`src/rtl/clkmul_pkg.sv`:
```
package clkmul_pkg;
  typedef enum logic [1:0] {
    MODE_OFF  = 2'b00,
    MODE_LOCK = 2'b01,
    MODE_RUN  = 2'b10,
    MODE_RSV  = 2'b11
  } mode_e;

  localparam int FLAG_BIT = 5;

  // length select code -> exponent offset above the minimum
  function automatic int unsigned lock_step(input logic [1:0] sel);
    case (sel)
      2'b00:   lock_step = 0;
      2'b01:   lock_step = 1;
      default: lock_step = 2;
    endcase
  endfunction
endpackage

```
`src/rtl/clkmul_lock_timer.sv`:
```
module clkmul_lock_timer
  import clkmul_pkg::*;
#(
  parameter int LOCK_EXP_MIN = 10,
  localparam int CNT_W = LOCK_EXP_MIN + 2
) (
  input  logic       clk_i,
  input  logic       rst_ni,
  input  logic       start_i,
  input  logic       stop_i,
  input  logic [1:0] len_sel_i,
  output logic       busy_o
);
  logic [CNT_W-1:0] cnt_q;
  logic [CNT_W-1:0] len_m1;
  logic             busy_q;

  always_comb begin
    len_m1 = CNT_W'((64'd1 << (LOCK_EXP_MIN + lock_step(len_sel_i))) - 64'd1);
  end

  always_ff @(posedge clk_i or negedge rst_ni) begin
    if (!rst_ni) begin
      cnt_q  <= '0;
      busy_q <= 1'b0;
    end else if (stop_i) begin
      cnt_q  <= '0;
      busy_q <= 1'b0;
    end else if (start_i) begin
      cnt_q  <= '0;
      busy_q <= 1'b1;
    end else if (busy_q) begin
      // >= covers a length select lowered mid-count
      if (cnt_q >= len_m1) begin
        busy_q <= 1'b0;
        cnt_q  <= '0;
      end else begin
        cnt_q <= cnt_q + 1'b1;
      end
    end
  end

  assign busy_o = busy_q;

  p_restart_r7: assert property (@(posedge clk_i) disable iff (!rst_ni)
    start_i && !stop_i |=> busy_q && cnt_q == '0);
  p_stop_clear_r6: assert property (@(posedge clk_i) disable iff (!rst_ni)
    stop_i |=> !busy_q && cnt_q == '0);
  p_flag_end_r3: assert property (@(posedge clk_i) disable iff (!rst_ni)
    $fell(busy_q) && !$past(stop_i) |-> $past(cnt_q) >= $past(len_m1));
endmodule

```
`src/rtl/clkmul_mode_ctrl.sv`:
```
module clkmul_mode_ctrl
  import clkmul_pkg::*;
(
  input  logic       clk_i,
  input  logic       rst_ni,
  input  logic       wr_i,
  input  logic [1:0] wmode_i,
  input  logic       busy_i,
  input  logic       ready_i,
  output logic [1:0] mode_o,
  output logic       start_o,
  output logic       stop_o,
  output logic       mult_en_o,
  output logic       clk_sel_o
);
  mode_e mode_q;
  logic  en_q, sel_q, switch_ok;

  assign start_o   = wr_i && (wmode_i == MODE_LOCK);
  assign stop_o    = wr_i && (wmode_i == MODE_OFF);
  assign switch_ok = wr_i && (wmode_i == MODE_RUN) && (mode_q == MODE_LOCK)
                     && !busy_i && ready_i;

  always_ff @(posedge clk_i or negedge rst_ni) begin
    if (!rst_ni) begin
      mode_q <= MODE_OFF;
      en_q   <= 1'b0;
      sel_q  <= 1'b0;
    end else if (stop_o) begin
      mode_q <= MODE_OFF;
      en_q   <= 1'b0;
      sel_q  <= 1'b0;
    end else if (start_o) begin
      mode_q <= MODE_LOCK;
      en_q   <= 1'b1;
      sel_q  <= 1'b0;
    end else if (switch_ok) begin
      mode_q <= MODE_RUN;
      sel_q  <= 1'b1;
    end
  end

  assign mode_o    = mode_q;
  assign mult_en_o = en_q;
  assign clk_sel_o = sel_q;

  p_sel_after_lock_r4: assert property (@(posedge clk_i) disable iff (!rst_ni)
    $rose(sel_q) |-> !$past(busy_i) && $past(ready_i) && $past(mode_q) == MODE_LOCK);
  p_early_ignored_r5: assert property (@(posedge clk_i) disable iff (!rst_ni)
    wr_i && wmode_i == MODE_RUN && busy_i |=> !sel_q);
  p_stop_r6: assert property (@(posedge clk_i) disable iff (!rst_ni)
    stop_o |=> !en_q && !sel_q);
  p_sel_en_r4: assert property (@(posedge clk_i) disable iff (!rst_ni)
    sel_q |-> en_q);
  p_busy_not_run_r7: assert property (@(posedge clk_i) disable iff (!rst_ni)
    busy_i |-> mode_q == MODE_LOCK);
endmodule

```
`src/rtl/clkmul_regs.sv`:
```
module clkmul_regs
  import clkmul_pkg::*;
#(
  parameter int          ADDR_W    = 8,
  parameter logic [7:0]  BASE_ADDR = 8'hE8
) (
  input  logic              clk_i,
  input  logic              rst_ni,
  input  logic              we_i,
  input  logic [ADDR_W-1:0] addr_i,
  input  logic [7:0]        wdata_i,
  input  logic [1:0]        mode_i,
  input  logic              busy_i,
  output logic              ctrl_wr_o,
  output logic [1:0]        wmode_o,
  output logic [1:0]        len_sel_o,
  output logic [1:0]        presc_o,
  output logic [7:0]        rdata_o
);
  localparam logic [ADDR_W-1:0] A_CTRL = ADDR_W'(BASE_ADDR);
  localparam logic [ADDR_W-1:0] A_PARM = ADDR_W'(BASE_ADDR) + 1'b1;

  logic [1:0] len_q, presc_q;
  logic       hit_ctrl, hit_parm;

  assign hit_ctrl = (addr_i == A_CTRL);
  assign hit_parm = (addr_i == A_PARM);

  always_ff @(posedge clk_i or negedge rst_ni) begin
    if (!rst_ni) begin
      len_q   <= 2'b00;
      presc_q <= 2'b00;
    end else if (we_i && hit_parm) begin
      len_q   <= wdata_i[1:0];
      presc_q <= wdata_i[7:6];
    end
  end

  assign ctrl_wr_o = we_i && hit_ctrl;
  assign wmode_o   = wdata_i[7:6];
  assign len_sel_o = len_q;
  assign presc_o   = presc_q;

  always_comb begin
    rdata_o = 8'h00;
    if (hit_ctrl) begin
      rdata_o[7:6]      = mode_i;
      rdata_o[FLAG_BIT] = busy_i;
    end else if (hit_parm) begin
      rdata_o[7:6] = presc_q;
      rdata_o[1:0] = len_q;
    end
  end

  p_parm_write_r8: assert property (@(posedge clk_i) disable iff (!rst_ni)
    we_i && hit_parm |=> len_q == $past(wdata_i[1:0]) && presc_q == $past(wdata_i[7:6]));
endmodule

```
`src/rtl/clkmul_lockup_ctrl.sv`:
```
module clkmul_lockup_ctrl
  import clkmul_pkg::*;
#(
  parameter int         ADDR_W       = 8,
  parameter logic [7:0] BASE_ADDR    = 8'hE8,
  parameter int         LOCK_EXP_MIN = 10
) (
  input  logic              clk_i,
  input  logic              rst_ni,
  input  logic              we_i,
  input  logic [ADDR_W-1:0] addr_i,
  input  logic [7:0]        wdata_i,
  output logic [7:0]        rdata_o,
  input  logic              mult_ready_i,
  output logic              mult_en_o,
  output logic              clk_sel_o,
  output logic              presc_fc_o
);
  logic       ctrl_wr, start, stop, busy;
  logic [1:0] wmode, len_sel, presc, mode;

  clkmul_regs #(.ADDR_W(ADDR_W), .BASE_ADDR(BASE_ADDR)) u_regs (
    .clk_i, .rst_ni, .we_i, .addr_i, .wdata_i,
    .mode_i(mode), .busy_i(busy),
    .ctrl_wr_o(ctrl_wr), .wmode_o(wmode), .len_sel_o(len_sel),
    .presc_o(presc), .rdata_o
  );

  clkmul_mode_ctrl u_mode (
    .clk_i, .rst_ni, .wr_i(ctrl_wr), .wmode_i(wmode), .busy_i(busy),
    .ready_i(mult_ready_i), .mode_o(mode), .start_o(start), .stop_o(stop),
    .mult_en_o, .clk_sel_o
  );

  clkmul_lock_timer #(.LOCK_EXP_MIN(LOCK_EXP_MIN)) u_timer (
    .clk_i, .rst_ni, .start_i(start), .stop_i(stop),
    .len_sel_i(len_sel), .busy_o(busy)
  );

  assign presc_fc_o = (presc == 2'b01);

  p_presc_r9: assert property (@(posedge clk_i) disable iff (!rst_ni)
    presc_fc_o |-> rdata_o[7:6] == 2'b01 || addr_i != ADDR_W'(BASE_ADDR) + 1'b1);
endmodule

```
`config.mk`:
```
export PLATFORM = sky130hd
export DESIGN_NAME = clkmul_lockup_ctrl
export DESIGN_NICKNAME = d
export VERILOG_FILES = /design/src/rtl/clkmul_pkg.sv /design/src/rtl/clkmul_lock_timer.sv /design/src/rtl/clkmul_mode_ctrl.sv /design/src/rtl/clkmul_regs.sv /design/src/rtl/clkmul_lockup_ctrl.sv
export SDC_FILE = /design/constraint.sdc
export NUM_CORES = 1
export LEC_CHECK = 0
export ABC_AREA = 1
export CAP_MARGIN = 0
export CORE_ASPECT_RATIO = 0.6
export CORE_MARGIN = 2
export CORE_UTILIZATION = 46
export DETAILED_ROUTE_END_ITERATION = 6
export PLACE_DENSITY = 0.76
export SLEW_MARGIN = 20
export SYNTH_ARGS = -nofsm -noshare
export SYNTH_HDL_FRONTEND = slang
export SYNTH_HIERARCHICAL = 1
export SYNTH_SLANG_ARGS = --single-unit
```
`constraint.sdc`:
```
create_clock -name clk_i -period 1.3 [get_ports clk_i]
set_input_delay 0.13 -clock clk_i [delete_from_list [all_inputs] [get_ports clk_i]]
set_output_delay 0.13 -clock clk_i [all_outputs]
set_load 0.005 [all_outputs]
```
== Word-level counts from Yosys, hierarchy flattened ==
Cells that the tools add are included.
Widths: inputs -> output; s select.

* $add $sub $neg: 3
* Order comparisons: 1
* Eq/ne operators: 7
* Shift operators: 1
* Mux-type cells: 22
* Reduce and logical (&&, ||, !) cells: 14

{| class="wikitable"
|+ Operator list
! kind !! number
|-
| $mux 12 || 4
|-
| $shl 1x32->12 const A || 1
|-
| $eq 8x8->1 const B || 2
|-
| $mux 2 || 7
|-
| $add 12x1->12 const B || 1
|-
| $ge 12x12->1 || 1
|-
| $sub 12x1->12 const B || 1
|-
| $mux 1 || 10
|-
| $eq 2x1->1 const B || 4
|-
| $logic_and 1x1->1 || 8
|-
| $reduce_bool 3->1 || 2
|-
| $add 4x2->5 const A || 1
|-
| $logic_not 2->1 || 2
|-
| $pmux 2 s2 || 1
|-
| $eq 2x2->1 const B || 1
|-
| $reduce_bool 2->1 || 1
|-
| $logic_not 1->1 || 1
|}

* Flip-flop bits (word level): 21
* Bits of input ports: 20
* Output and inout port bits: 11
* Logic and storage cells: 55

== Longest topological paths before layout ==
* Depth after elaboration: 10
* Gate-level depth with buffers: 18

== Modules after synthesis ==
Netlist, hierarchy kept.

{| class="wikitable"
|+ Modules (own cells, without submodules)
! module !! instances !! cells each !! area each (sq um) !! sequential area each (sq um)
|-
| clkmul_lock_timer || 1 || 121 || 925.9 || 325.3
|-
| clkmul_regs || 1 || 50 || 355.3 || 100.1
|-
| clkmul_mode_ctrl || 1 || 25 || 162.7 || 75.1
|-
| clkmul_lockup_ctrl || 1 || 2 || 10.0 || 0.0
|}

== Least setup slack after synthesis ==
No wires, ideal clock.

* Path kind: input-to-reg
* From: input addr_i[4]
* To: register u_timer.cnt_q[7]
* Setup time: 124 ps
* Arrival time: 1600 ps
* Data required time: 1176 ps
* Setup slack: -424 ps
* Cell stages on the path: 17
* Buffers on the path: 2
* Cell sequence: inv_1 -> nand2_1 -> nor2_2 -> buf_6 -> nand2_2 -> nor2_1 -> inv_1 -> nor2_1 -> nand2_1 -> inv_1 -> inv_1 -> nand2_1 -> nor2_1 -> inv_1 -> buf_6 -> nor2_1 -> o21bai_2

* Longest elaborated chain between the ends: 5
* Elaborated cells on any way between the ends: 7

{| class="wikitable"
|+ RTL lines
! item !! line !! RTL
|-
| start: declaration || clkmul_lockup_ctrl.sv:11 || <nowiki>input logic [ADDR_W-1:0] addr_i,</nowiki>
|-
| $eq 8x8->1 * || clkmul_regs.sv:26 || <nowiki>assign hit_ctrl = (addr_i == A_CTRL);</nowiki>
|-
| $logic_and 1x1->1 * || clkmul_regs.sv:39 || <nowiki>assign ctrl_wr_o = we_i && hit_ctrl;</nowiki>
|-
| via ctrl_wr || clkmul_lockup_ctrl.sv:19 || <nowiki>logic ctrl_wr, start, stop, busy;</nowiki>
|-
| $logic_and 1x1->1 * || clkmul_mode_ctrl.sv:19 || <nowiki>assign start_o = wr_i && (wmode_i == MODE_LOCK);</nowiki>
|-
| via start || clkmul_lockup_ctrl.sv:19 ||
|-
| $mux 12 || clkmul_lock_timer.sv:29 || <nowiki>end else if (start_i) begin</nowiki>
|-
| $mux 12 || clkmul_lock_timer.sv:26 || <nowiki>end else if (stop_i) begin</nowiki>
|-
| end signal: assignment || clkmul_lock_timer.sv:38 || <nowiki>cnt_q <= cnt_q + 1'b1;</nowiki>
|-
| end: declaration || clkmul_lock_timer.sv:14 || <nowiki>logic [CNT_W-1:0] cnt_q;</nowiki>
|}

The timed path passes the listed nets; every way through them passes the cells marked *.
A chain may end at the register's enable or synchronous reset.

== Worst setup path after layout ==
* From: input addr_i[2]
* To: register u_timer.cnt_q[1]

Same word-level chain as after synthesis.

==> flow_summary.toml <==
[pwr]
clock_power_share = 0.235
worst_ir_drop_vdd_mv = 0.452
power.combinational.fraction = 0.351
netSwitchingFraction = 0.331
power_mw = 1.71
leakagePower_nw = 1.19
power_report.internal_total_mw = 1.14
seq_power_share = 0.413
p_sw_mw = 0.566
pwr_dens_nw_per_um2 = 760

[die]
floorplan.core_area_um2 = 2950
boundaryPins = 31
floorplan.initialDensity = 0.493
dieArea_um2 = 3640
floorplan.die.height_um = 47.5
die_width_um = 76.6
total_number_of_placement_rows = 15

[detailed_routing]
dr_wl_met2_mm = 1.91
number_of_drc_violations_after_detailed_routing_iteration_0 = 137
postRouteAntennaNets = 0
met3WireLength_um = 298
met1Wirelength_mm = 1.96
drc = 0
finalWirelength_mm = 4.21
wire_per_inst_um = 13.4
highest-signal-layer = "met4"
detailroute.via_count = 1579
drt_pass1_iterations = 5
average_via_count_per_standard_cell = 5.03

[cts]
tritoncts = "done"
clock_slew_seen_by_the_registers_of_the_worst_setup_and_hold_paths_ns = 0.07
root_buffer = "sky130_fd_sc_hd__clkbuf_8"
insertion_delay_ns = 0.26
htree_levels = 1
clockBufferDepth = 2
holdBufCountCts = 0
tritoncts_num_sinks = 20
cts_buffers = 3

[yosys]
synth.cell_area_um2 = 1450
yosys_register_bits = 20
synth_seq_area_share = 0.344
synth-warning-count = 6
synthesis.instances = 198
synth_top_area_share = 0.344
syn_avg_cell_area_um2 = 7.34
synth.area.top_cells = "sky130_fd_sc_hd__dfrtp_1 (34%), sky130_fd_sc_hd__nand2_1 (11%), sky130_fd_sc_hd__inv_1 (8.5%), sky130_fd_sc_hd__nor2_1 (8.0%), sky130_fd_sc_hd__o21bai_1 (4.6%)"
synth.largest_area_cell = "sky130_fd_sc_hd__dfrtp_1"
synth_cell_types = 25

[timing]
setup_viol_count_final = 13
layout_setup_ws_ns = -0.134
period_needed_ns = 1.43
rsz_0062_raised_after_global_routing = "true"
skew_ns = 0.00226
fmax_mhz = 697
timing.final.crit_share = 1.10
totalNegativeSetupSlack_ns = -1.48
slew_viol_final = 0
final_hold_viol_count = 0
holdWs_ns = 0.209

[critical_path]
endpoint_kind = "register"
worst_r2r_endpoint = "u_timer/cnt_q[9]"
arrival_ns = 1.58
cp.required_ns = 1.45
timing_worst_setup_path_type = "input port to register"
r2r_slack_ns = -0.13
worstRegToRegCells = 8
setup.worst_path.start = "addr_i[2]"
worst-path-max-fanout = 7
setup.worst_path.end = "u_timer/cnt_q[1]"
crit_chain = "buf_6 > inv_4 > nand2_4 > nor3_4 > nand2_2 > nor2_4 > inv_2 > nor2_2 > nand2_1 > inv_1 > inv_2 > nand2_2 > nor2_4 > clkinvlp_4 > nor2_1 > o21bai_1"
startpoint_type = "input port"
critical_path.slowest_cell = "sky130_fd_sc_hd__clkinvlp_4"
r2r_start = "u_regs/len_sel_o[1]"
critical-path-max-stage-delay_ns = 0.15

[final_layout]
diodes = 0
layout-drive-gt1-share = 0.412
layout.filler_cells = 212
design_area_um2 = 2250
syn2layout_area_growth_pct = 54.6
final_core_util = 0.763
nNetsFinal = 298

[grt]
grt_max_degree = 21
number_of_global_route_vias_before_repair = 1446
global_route.overflow_total = 0
antenna_found_initial = 0
grt_pass1_wl_mm = 6.71
gr-usage-all-layers = 0.244

[placed_design]
placed_area_um2 = 1930
global_placer_s_final_weighted_congestion = 0.829
numPortBuffers = 23
dp.final_hpwl_mm = 2.58

[hold_path]
timing.hold.worst.class = "input port to asynchronous set/reset pin"

[run]
max-cap-violations = 0

[status]
failed_checks = "setup timing"
run_status = "complete, but fails checks"
registers in the layout, indices dropped and copies added (netlist names):
register,cells
u_mode/mode_o,2
u_mode/mult_en_o,1
u_regs/len_sel_o,2
u_regs/presc_o,2
u_timer/busy_o,1
u_timer/cnt_q,12
per-stage QoR:
step / instances / worst slack (ns)
6_report: 314 / -0.134
5_1_grt: 314 / -0.236
4_1_cts: 310 / -0.157
3_5_place_dp: 286 / -0.946
3_3_place_gp: 286 / -0.861
2_1_floorplan: 200 / -0.332
layout by cell type, fill, tap and decap left out, drive strengths merged:
cell type and instances:
clkbuf 7, xor2 4, clkinvlp 1, nand4 10, ha 4, dfrtp 20
inv 34, conb 4, clkdlybuf4s15 1, nor3 2, buf 59, o21bai 11
a21oi 3, nand2 49, nor2 37, xnor2 1, o21ai 1, nand3 13
dlygate4sd2 5, clkdlybuf4s50 6
final cells by class:
cell class | instances | area (um2) | share of cell area
Clock buffer | 3 | 41.3 | 0.0184
Tap cell | 42 | 52.6 | 0.0234
Timing Repair Buffer | 75 | 608 | 0.271
Timing Repair inverter | 1 | 7.51 | 0.00334
Multi-Input combinational cell | 139 | 892 | 0.397
Sequential cell | 20 | 500 | 0.223
Inverter | 34 | 145 | 0.0646
synthesized netlist by cell type:
| cell type | number |
|---|---|
| sky130_fd_sc_hd__o21ai_0 | 1 |
| sky130_fd_sc_hd__nor3_2 | 2 |
| sky130_fd_sc_hd__nor2_8 | 1 |
| sky130_fd_sc_hd__a21oi_2 | 1 |
| sky130_fd_sc_hd__o21bai_2 | 2 |
| sky130_fd_sc_hd__conb_1 | 2 |
| sky130_fd_sc_hd__nor2_2 | 3 |
| sky130_fd_sc_hd__nand4_4 | 1 |
| sky130_fd_sc_hd__dfrtp_1 | 20 |
| sky130_fd_sc_hd__nand3_1 | 11 |
| sky130_fd_sc_hd__xnor2_1 | 1 |
| sky130_fd_sc_hd__buf_4 | 6 |
| sky130_fd_sc_hd__nand4_1 | 8 |
| sky130_fd_sc_hd__nor2_1 | 31 |
| sky130_fd_sc_hd__inv_1 | 33 |
| sky130_fd_sc_hd__xor2_1 | 4 |
| sky130_fd_sc_hd__ha_1 | 4 |
| sky130_fd_sc_hd__inv_2 | 1 |
| sky130_fd_sc_hd__nor2_4 | 2 |
| sky130_fd_sc_hd__nand3_2 | 2 |
| sky130_fd_sc_hd__a21oi_1 | 2 |
| sky130_fd_sc_hd__buf_6 | 2 |
| sky130_fd_sc_hd__nand2_1 | 43 |
| sky130_fd_sc_hd__o21bai_1 | 9 |
| sky130_fd_sc_hd__nand2_2 | 6 |
power by group through the flow:
stage	clock network [mW]	logic (mW)	registers, mW
final	0.402	0.600	0.705
after global routing	0.448	0.663	0.708
after global placement	0	0.510	0.710
after detailed placement	0	0.523	0.713
after floorplan	0	0.316	0.706
after CTS	0.416	0.569	0.701
cells by family (layout without fill, tap and decap cells):
| logic type | Yosys count | in the layout | synth area share |
|---|---|---|---|
| adders and majority gates | 4 | 4 | 0.0344 |
| buffers and inverters | 42 | 113 | 0.134 |
| xor gates and xnor gates | 5 | 5 | 0.0301 |
| AOI/OAI and AO/OA | 15 | 15 | 0.0783 |
| and+or+nand+nor | 110 | 111 | 0.373 |
| other | 2 | 4 | 0.00517 |
| DFF | 20 | 20 | 0.344 |
routing by layer:
metal,track usage,up-vias
li1,-,757
met1,0.338,738
met2,0.407,74
met3,0.0528,10
met4,0.0545,0
met5,0,-
worst max-delay path, delay by kind of cell:
kind                   cells  cell delay (ns)
AND/OR/NAND/NOR            9             0.85
AO/OA/AOI/OAI              1             0.15
buffers and inverters      6             0.46
what timing repair did:
item,4_1_cts,5_1_grt
setup buffers,19,5
gates cloned,2,0
endpoints found under the hold margin,0,0
resized for setup,62,23
pin swaps,22,16
setup endpoints to repair,23,18
worst min-delay path by stage:
stage	start	endpoint	slack, ns	cells after the start
2_1_floorplan	rst_ni	u_mode/mode_o[0]	-0.17	0
3_3_place_gp	rst_ni	u_timer/cnt_q[2]	0.50	2
3_5_place_dp	rst_ni	u_timer/cnt_q[9]	0.49	2
4_1_cts	rst_ni	u_timer/cnt_q[9]	0.22	2
5_1_grt	rst_ni	u_timer/busy_o	0.24	2
6_report	rst_ni	u_timer/cnt_q[0]	0.21	2
Power figures use the tool's default switching activity.
